[config.mk]
export PLATFORM = sky130hd
export DESIGN_NAME = flux_write_encoder
export DESIGN_NICKNAME = d
export VERILOG_FILES = /design/src/rtl/flux_enc_pkg.sv /design/src/rtl/flux_hold_buf.sv /design/src/rtl/flux_cell_rule.sv /design/src/rtl/flux_cell_seq.sv /design/src/rtl/flux_write_encoder.sv
export SDC_FILE = /design/constraint.sdc
export NUM_CORES = 1
export LEC_CHECK = 0
export ABC_AREA = 1
export CORE_MARGIN = 1.5
export CORE_UTILIZATION = 40
export DETAILED_ROUTE_END_ITERATION = 8
export PLACE_DENSITY = 0.6
export SLEW_MARGIN = 20
export SYNTH_ARGS = -nofsm -noshare
export SYNTH_HDL_FRONTEND = slang
export SYNTH_SLANG_ARGS = --single-unit
export TNS_END_PERCENT = 100
[constraint.sdc]
create_clock -name clk -period 1.8 [get_ports clk]
set_clock_uncertainty 0.15 [all_clocks]
set_input_delay 0.54 -clock clk [delete_from_list [all_inputs] [get_ports clk]]
set_output_delay 0.54 -clock clk [all_outputs]
set_load 0.005 [all_outputs]
[src/rtl/flux_enc_pkg.sv]
package flux_enc_pkg;

    typedef enum logic {
        ENC_FM  = 1'b0,
        ENC_MFM = 1'b1
    } enc_mode_e;

    typedef enum logic {
        CELL_CLK = 1'b0,
        CELL_DAT = 1'b1
    } cell_kind_e;

endpackage

[src/rtl/flux_hold_buf.sv]
// One-entry holding register between the host handshake and the shifter.
module flux_hold_buf #(
    parameter int W = 8
) (
    input  logic         clk,
    input  logic         rst_n,
    input  logic         in_valid,
    input  logic [W-1:0] in_data,
    input  logic         take,
    output logic         in_ready,
    output logic         full,
    output logic [W-1:0] data
);

    typedef struct packed {
        logic         full;
        logic [W-1:0] data;
    } hold_t;

    hold_t hb_d, hb_q;

    always_comb begin
        hb_d = hb_q;
        if (take) begin
            hb_d.full = 1'b0;
        end
        if (in_valid && !hb_q.full) begin
            hb_d.full = 1'b1;
            hb_d.data = in_data;
        end
    end

    always_ff @(posedge clk or negedge rst_n) begin
        if (!rst_n) begin
            hb_q <= '0;
        end else begin
            hb_q <= hb_d;
        end
    end

    assign in_ready = !hb_q.full;
    assign full     = hb_q.full;
    assign data     = hb_q.data;

endmodule

[src/rtl/flux_cell_rule.sv]
// Decides whether one bit cell holds a transition.
module flux_cell_rule
    import flux_enc_pkg::*;
(
    input  enc_mode_e  mode,
    input  cell_kind_e kind,
    input  logic       bit_val,
    input  logic       prev_bit,
    output logic       has_flux
);

    always_comb begin
        if (kind == CELL_DAT) begin
            has_flux = bit_val;
        end else if (mode == ENC_FM) begin
            has_flux = 1'b1;
        end else begin
            has_flux = !prev_bit && !bit_val;
        end
    end

endmodule

[src/rtl/flux_cell_seq.sv]
// Cell sequencer: loads bytes at boundaries, walks 2*W cells per byte.
module flux_cell_seq
    import flux_enc_pkg::*;
#(
    parameter int W = 8
) (
    input  logic         clk,
    input  logic         rst_n,
    input  logic         cell_tick,
    input  logic         mode_sel,
    input  logic         buf_full,
    input  logic [W-1:0] buf_data,
    output logic         take,
    output logic         wr_pulse,
    output logic         underrun,
    output logic         active,
    output logic         data_cell,
    output logic         mode_mfm
);

    localparam int CELLS = 2 * W;
    localparam int CNT_W = $clog2(CELLS);
    localparam int IDX_W = CNT_W - 1;
    localparam logic [CNT_W-1:0] LAST_CELL = CNT_W'(CELLS - 1);

    typedef struct packed {
        logic             active;
        logic [CNT_W-1:0] cnt;
        logic [W-1:0]     shreg;
        enc_mode_e        mode;
        logic             prev;
        logic             started;
        logic             underrun;
        logic             pulse;
    } seq_t;

    seq_t s_d, s_q;

    logic             load;
    logic [W-1:0]     cur_word;
    enc_mode_e        cur_mode;
    logic             cur_prev;
    logic [CNT_W-1:0] cur_cnt;
    logic [IDX_W-1:0] bit_idx;
    logic             cur_bit;
    cell_kind_e       cur_kind;
    logic             cell_val;

    always_comb begin
        load     = cell_tick && !s_q.active && buf_full;
        cur_word = load ? buf_data : s_q.shreg;
        cur_mode = load ? enc_mode_e'(mode_sel) : s_q.mode;
        cur_prev = (load && (cur_mode != s_q.mode)) ? 1'b0 : s_q.prev;
        cur_cnt  = load ? '0 : s_q.cnt;
        bit_idx  = IDX_W'(W - 1) - cur_cnt[CNT_W-1:1];
        cur_bit  = cur_word[bit_idx];
        cur_kind = cur_cnt[0] ? CELL_DAT : CELL_CLK;
    end

    flux_cell_rule u_rule (
        .mode     (cur_mode),
        .kind     (cur_kind),
        .bit_val  (cur_bit),
        .prev_bit (cur_prev),
        .has_flux (cell_val)
    );

    always_comb begin
        s_d       = s_q;
        s_d.pulse = 1'b0;
        take      = 1'b0;
        if (load) begin
            take        = 1'b1;
            s_d.shreg   = buf_data;
            s_d.mode    = cur_mode;
            s_d.prev    = cur_prev;
            s_d.started = 1'b1;
            s_d.active  = 1'b1;
        end
        if (cell_tick) begin
            if (s_q.active || load) begin
                s_d.pulse = cell_val;
                s_d.cnt   = cur_cnt + 1'b1;
                if (cur_kind == CELL_DAT) begin
                    s_d.prev = cur_bit;
                end
                if (cur_cnt == LAST_CELL) begin
                    s_d.active = 1'b0;
                end
            end else if (s_q.started) begin
                s_d.underrun = 1'b1;
            end
        end
    end

    always_ff @(posedge clk or negedge rst_n) begin
        if (!rst_n) begin
            s_q <= '0;
        end else begin
            s_q <= s_d;
        end
    end

    assign wr_pulse  = s_q.pulse;
    assign underrun  = s_q.underrun;
    assign active    = s_q.active;
    assign data_cell = s_q.cnt[0];
    assign mode_mfm  = (s_q.mode == ENC_MFM);

endmodule

[src/rtl/flux_write_encoder.sv]
module flux_write_encoder #(
    parameter int W = 8
) (
    input  logic         clk,
    input  logic         rst_n,
    input  logic         cell_tick,
    input  logic         mfm_sel,
    input  logic [W-1:0] in_data,
    input  logic         in_valid,
    output logic         in_ready,
    output logic         wr_pulse,
    output logic         underrun
);

    logic         buf_full;
    logic [W-1:0] buf_data;
    logic         take;
    logic         seq_active;
    logic         seq_data_cell;
    logic         seq_mfm;

    flux_hold_buf #(.W(W)) u_buf (
        .clk      (clk),
        .rst_n    (rst_n),
        .in_valid (in_valid),
        .in_data  (in_data),
        .take     (take),
        .in_ready (in_ready),
        .full     (buf_full),
        .data     (buf_data)
    );

    flux_cell_seq #(.W(W)) u_seq (
        .clk       (clk),
        .rst_n     (rst_n),
        .cell_tick (cell_tick),
        .mode_sel  (mfm_sel),
        .buf_full  (buf_full),
        .buf_data  (buf_data),
        .take      (take),
        .wr_pulse  (wr_pulse),
        .underrun  (underrun),
        .active    (seq_active),
        .data_cell (seq_data_cell),
        .mode_mfm  (seq_mfm)
    );

endmodule

---- After elaboration in Yosys (flattened, before gate mapping) ----
Index checks and enable logic that the tools add are counted.
storage, ports and cells
  flip-flop bits (word level) ............. 27
  latch bits .............................. 0
  memory bits (writable) .................. 0
  memory bits (read-only) ................. 0
  output and inout port bits .............. 3
  word-level logic and storage cells ...... 51
  memories kept ........................... 0
operators by class
  add/sub/neg operators ................... 2
  $mul .................................... 0
  divide/modulo/power cells ............... 0
  $lt $le $gt $ge ......................... 1
  equal/unequal tests ..................... 2
  shift-type cells ........................ 0
  muxes and demuxes ....................... 22
  bitwise operators ....................... 1
  reductions and logical operators ........ 13
operators with widths
  kind                                                                           number
  1-bit two-way mux                                                              15
  5-bit two-way mux                                                              2
  9-bit two-way mux                                                              1
  8-bit two-way mux                                                              1
  1-bit logical AND                                                              5
  4-bit by 1-bit adder with 4-bit output (second input constant)                 1
  4-bit == test (second input constant)                                          1
  1-bit logical NOT                                                              4
  3-bit by 4-bit less-than comparator with 1-bit output (second input constant)  1
  4-bit two-way mux                                                              1
  1-bit binary-select mux with 3-bit select                                      1
  3-bit AND reduction                                                            1
  3-bit subtractor (first input constant)                                        1
  2-bit two-way mux                                                              1
  2-bit AND reduction                                                            1
  2-bit nonzero test                                                             1
  1-bit logical OR                                                               1
  1-bit inequality test                                                          1
  1-bit NOT                                                                      1

---- Logic depth before layout (Yosys ltp) ----
  depth in word-level cells ............... 13
  gate-level depth with buffers ........... 11
  mapped depth without buffers ............ 11

---- Cells and area by module ----
From an unflattened synthesis, not the netlist that was laid out.
unflattened totals
  cells, all modules ...................... 153
  area total of the unflattened synthesis .. 1316.3 um2
modules (own cells, without submodules)
  module          times used  cells an instance  area each (um2)  seq. area each (um2)
  flux_cell_seq   1           109                922.1            450.4
  flux_hold_buf   1           38                 371.6            225.2
  flux_cell_rule  1           6                  22.5             0.0

---- Worst setup path after synthesis ----
Ideal clock, no wire load.
  kind .................................... input to register
  start point ............................. in cell_tick
  end point ............................... reg u_seq.s_q[15] (netlist name)
  library setup time ...................... 0.095 ns
  data arrival time ....................... 1.612 ns
  data required time ...................... 1.555 ns
  path slack .............................. -0.058 ns
  stages .................................. 9
  buffers on the path ..................... 2
  cell sequence ........................... buf_2 -> nand3_4 -> buf_6 -> nand2_1 -> inv_1 -> ha_1 -> inv_1 -> nor2_1 -> o31ai_1
between the ends
  longest elaborated chain between the ends .. 4
ends and longest elaborated chain
  what                                                                                  RTL line                                  source
  start: declaration                                                                    flux_write_encoder.sv:6                   input logic cell_tick,
  1-bit logical AND (2 in a row)                                                        flux_cell_seq.sv:50                       load = cell_tick && !s_q.active && buf_full;
  4-bit two-way mux / 1-bit logical OR (equally long branches)                          flux_cell_seq.sv:54, flux_cell_seq.sv:81
  4-bit by 1-bit adder with 4-bit output / 2-bit AND reduction (equally long branches)  n/a
  end signal: assignment                                                                flux_cell_seq.sv:98                       s_q <= '0;
  end signal: assignment                                                                flux_cell_seq.sv:100                      s_q <= s_d;
  end: declaration                                                                      flux_cell_seq.sv:37                       seq_t s_d, s_q;
Parallel ways exist; a longest one is shown, timed or not.
A chain may end at the register's enable or synchronous reset.

---- Final worst setup path ----
  start point ............................. reg u_buf.hb_q (netlist bit u_buf.full)
  end point ............................... out in_ready
between the ends
  longest elaborated chain between the ends .. 1
ends and longest elaborated chain
  what                      RTL line                  source
  start: declaration        flux_hold_buf.sv:20       hold_t hb_d, hb_q;
  start signal: assignment  flux_hold_buf.sv:35       hb_q <= '0;
  start signal: assignment  flux_hold_buf.sv:37       hb_q <= hb_d;
  1-bit logical NOT         flux_hold_buf.sv:41       assign in_ready = !hb_q.full;
  end: declaration          flux_write_encoder.sv:10  output logic in_ready,
No other way between the ends.

==> flow_metrics.py <==
metrics = {
    "synth": {
        "synth_commonest_cells": "sky130_fd_sc_hd__nand2_1 (28), sky130_fd_sc_hd__dfrtp_1 (27), sky130_fd_sc_hd__inv_1 (18)",
        "netlist_instances": 134,
        "synth.most_common_cell": "sky130_fd_sc_hd__nand2_1",
        "synth_top_family_by_area": "simple AND/OR/NAND/NOR gates",
        "post_synth.cell_area_avg_sq_um": 9.244,
        "synth_xor_xnor_area_share_pct": 0.7071,
        "number_of_synthesized_register_bits": 27,
        "count_of_flip_flops_with_a_built_in_enable_after_synthesis": 0,
        "post-synth-top-area-fraction_pct": 54.55,
        "yosys-mux-area-fraction_pct": 6.263,
        "ys.warnings.count": 0,
        "synth_compound_area_share_pct": 7.778,
        "post_synthesis_simple_gate_area_fraction_pct": 22.53,
        "synth_ff_type": "sky130_fd_sc_hd__dfrtp_1",
        "netlist_area_before_placement_sq_um": 1239,
        "synth_fp_nets": 148,
        "synth_fa_ha_area_share_pct": 1.010,
        "synth_async_sr_flop_share_pct": 100.0,
        "yosysTopAreaCell": "sky130_fd_sc_hd__dfrtp_1",
        "yosysUniqueCellTypes": 21,
        "yosysSeqAreaShare_pct": 54.55,
        "netlist_top_cells_area": "sky130_fd_sc_hd__dfrtp_1 (55%), sky130_fd_sc_hd__nand2_1 (8.5%), sky130_fd_sc_hd__inv_1 (5.5%)",
    },
    "pwr": {
        "power.leakage_nw": 0.8154,
        "irDropWorstVdd_mv": 0.6156,
        "pwr_density_cell_nw_per_um2": 1482,
        "fin_total_pwr_mw": 2.358,
    },
    "global_routing": {
        "grt_max_degree": 28,
        "global_route_wire_length_before_repair_mm": 4.077,
        "first_global_vias": 1002,
        "total_grt_overflow": 0,
        "global_route.usage.total_pct": 15.25,
        "antenna_found_initial": 0,
    },
    "timing": {
        "hold_ws_ps": 329.3,
        "fmaxAchievable_mhz": 582.7,
        "report.final.hold_viol_count": 0,
        "worst_slew_margin_rel_pct": 81.92,
        "rsz0062_at_grt": "false",
        "final-setup-viol-count": 0,
        "final_ws_setup_ps": 83.81,
        "setup_tns_ps": 0,
        "final_max_slew_viol_count": 0,
        "post-route-period-util_pct": 95.34,
        "max_slew.worst_pin.slew_ps": 270.5,
        "layout_min_cycle_time_ps": 1716,
    },
    "cts": {
        "clockRootBuffer": "sky130_fd_sc_hd__clkbuf_4",
        "tritoncts.num_buffers": 3,
        "cts_tree": "built",
        "cts_hold_buffers": 0,
        "worst_skew_pair.late_latency_ps": 310,
        "cts.path.max_buffers": 2,
        "cts_htree_levels": 1,
        "clock_slew_at_reported_path_ffs_ps": 140,
        "cts.sinks": 27,
    },
    "placed_design": {
        "post-dp-hpwl_mm": 1.711,
        "count_of_buffers_inserted_at_the_top_level_ports": 15,
        "globalplace.congestion": 0.8305,
        "placed_standard_cell_area_sq_um": 1536,
        "minimum_setup_slack_after_placement_ps": -461.1,
        "dpl.cell_count": 194,
    },
    "drt": {
        "vias_per_cell": 4.866,
        "drt_first_pass_iters": 5,
        "detailroute.via_count": 978,
        "route.detailed.drc": 0,
        "routed_wl_mm": 2.266,
        "initialDrtViolationCount": 23,
        "detail-route-antenna-nets": 0,
        "post_drt_wl_per_cell_um": 11.27,
    },
    "floorplanning": {
        "floorplan.core_area_sq_um": 3003,
        "die_area_sq_um": 3440,
        "rows": 20,
        "io_pins": 16,
        "die_width_um": 58.65,
        "floorplan.die.height_um": 58.65,
        "initial_core_util_pct": 41.25,
    },
    "outcome": {
        "status": "finished clean",
    },
    "worst_setup_path": {
        "worstSetupPathType": "reg -> out",
        "crit_chain": "inv_1, dlygate4sd2_1",
        "crit_arrival_ps": 1030,
        "cp_slowest_cell": "sky130_fd_sc_hd__dfrtp_1",
        "worst-path-max-fanout": 2,
        "kind_of_cell_adding_the_most_delay_to_the_critical_path": "flip-flops",
        "critical_path_required_ps": 1110,
        "crit_path_start_kind": "flop",
        "critical_path_buf_inv_count": 2,
        "crit_path_end_kind": "output port",
        "worst_path_largest_cell_delay_ps": 410,
    },
    "final_layout": {
        "finish.cell_count_without_fillers": 201,
        "n_antenna_cell": 0,
        "final_layout_size_suffix_gt1_share_pct": 23.81,
        "area_delta_synth_final_pct": 28.38,
        "finish.net_count": 183,
        "post-route-util_pct": 52.96,
        "final_area_sq_um": 1590,
    },
    "job": {
        "drv_cap": 0,
    },
    "hold_path": {
        "hp-class": "reg -> reg",
    },
}
area by class of cell:
cell class,count,area [sq um]
Sequential cell,27,675.6
Tap cell,33,41.29
Multi-Input combinational cell,86,486.7
Timing Repair Buffer,33,292.8
Inverter,18,67.56
Fill cell,280,1413
Clock buffer,4,26.28
worst register-to-register path, stage by stage (launching register included):
cell	delay [ps]
sky130_fd_sc_hd__dfrtp_1	410
sky130_fd_sc_hd__buf_4	150
sky130_fd_sc_hd__nand3_4	110
sky130_fd_sc_hd__clkbuf_4	200
sky130_fd_sc_hd__nand2_1	70
sky130_fd_sc_hd__o21ai_2	90
sky130_fd_sc_hd__xnor2_1	140
sky130_fd_sc_hd__nand2_1	110
sky130_fd_sc_hd__a21oi_2	140
sky130_fd_sc_hd__nor2_1	40
metal layers:
| metal | global-route usage (%) | part of all wire (%) |
|---|---|---|
| met5 | 0 | 0 |
| met2 | 27.13 | 49 |
| met1 | 18.52 | 47 |
| met3 | 2.418 | 3.5 |
| met4 | 5.844 | 0.71 |
flip-flops by register name (all words and copies together) (netlist names):
register and flops:
u_seq.mode_mfm 1, u_seq.active 1, u_buf.full 1, u_seq.s_q 13, u_seq.data_cell 1, u_seq.wr_pulse 1, u_buf.data 8, u_seq.underrun 1
cell usage in the layout, fill, tap and decap left out, types with 2 or more instances in the layout:
| cell | count |
|---|---|
| sky130_fd_sc_hd__clkbuf_4 | 4 |
| sky130_fd_sc_hd__mux2_2 | 6 |
| sky130_fd_sc_hd__inv_1 | 18 |
| sky130_fd_sc_hd__nand3_1 | 9 |
| sky130_fd_sc_hd__dlygate4sd2_1 | 4 |
| sky130_fd_sc_hd__nor2_1 | 12 |
| sky130_fd_sc_hd__a21oi_1 | 5 |
| sky130_fd_sc_hd__nand2_1 | 26 |
| sky130_fd_sc_hd__nand4_1 | 4 |
| sky130_fd_sc_hd__a31oi_1 | 2 |
| sky130_fd_sc_hd__nand2_2 | 7 |
| sky130_fd_sc_hd__o21ai_0 | 5 |
| sky130_fd_sc_hd__dfrtp_1 | 27 |
| sky130_fd_sc_hd__clkdlybuf4s50_1 | 11 |
| sky130_fd_sc_hd__buf_4 | 16 |
where the power goes:
part	switching (mW)	internal [mW]	total (mW)
combinational	0.549	0.539	1.09
sequential	0.147	0.869	1.02
clock	0.168	0.0865	0.254
cell families after synthesis:
logic type | count (synthesis)
buffers and inverters | 21
AND/OR/NAND/NOR | 61
XOR/XNOR | 1
multiplexers | 7
adder cells (fa/ha/maj) | 1
flip-flops | 27
AO/OA/AOI/OAI | 16
worst paths after layout:
kind	slack (ps)	start	end	depth (start not counted)
setup reg to reg	120	u_buf.full	u_seq.wr_pulse	9
min in group asynchronous	400	rst_n	u_seq.underrun	2
setup / recovery	80	u_buf.full	in_ready	2
hold reg to reg	330	u_seq.underrun	u_seq.underrun	1
hold / removal	330	u_seq.underrun	u_seq.underrun	1
max in group asynchronous	940	rst_n	u_seq.s_q[10]	2
repair_timing:
item,CTS,global route
resized for setup,7,2
pin swaps,1,0
endpoints found under the hold margin,0,0
buffers inserted,3,0
setup endpoints to repair,9,2
(Power assumes the default switching activity.)
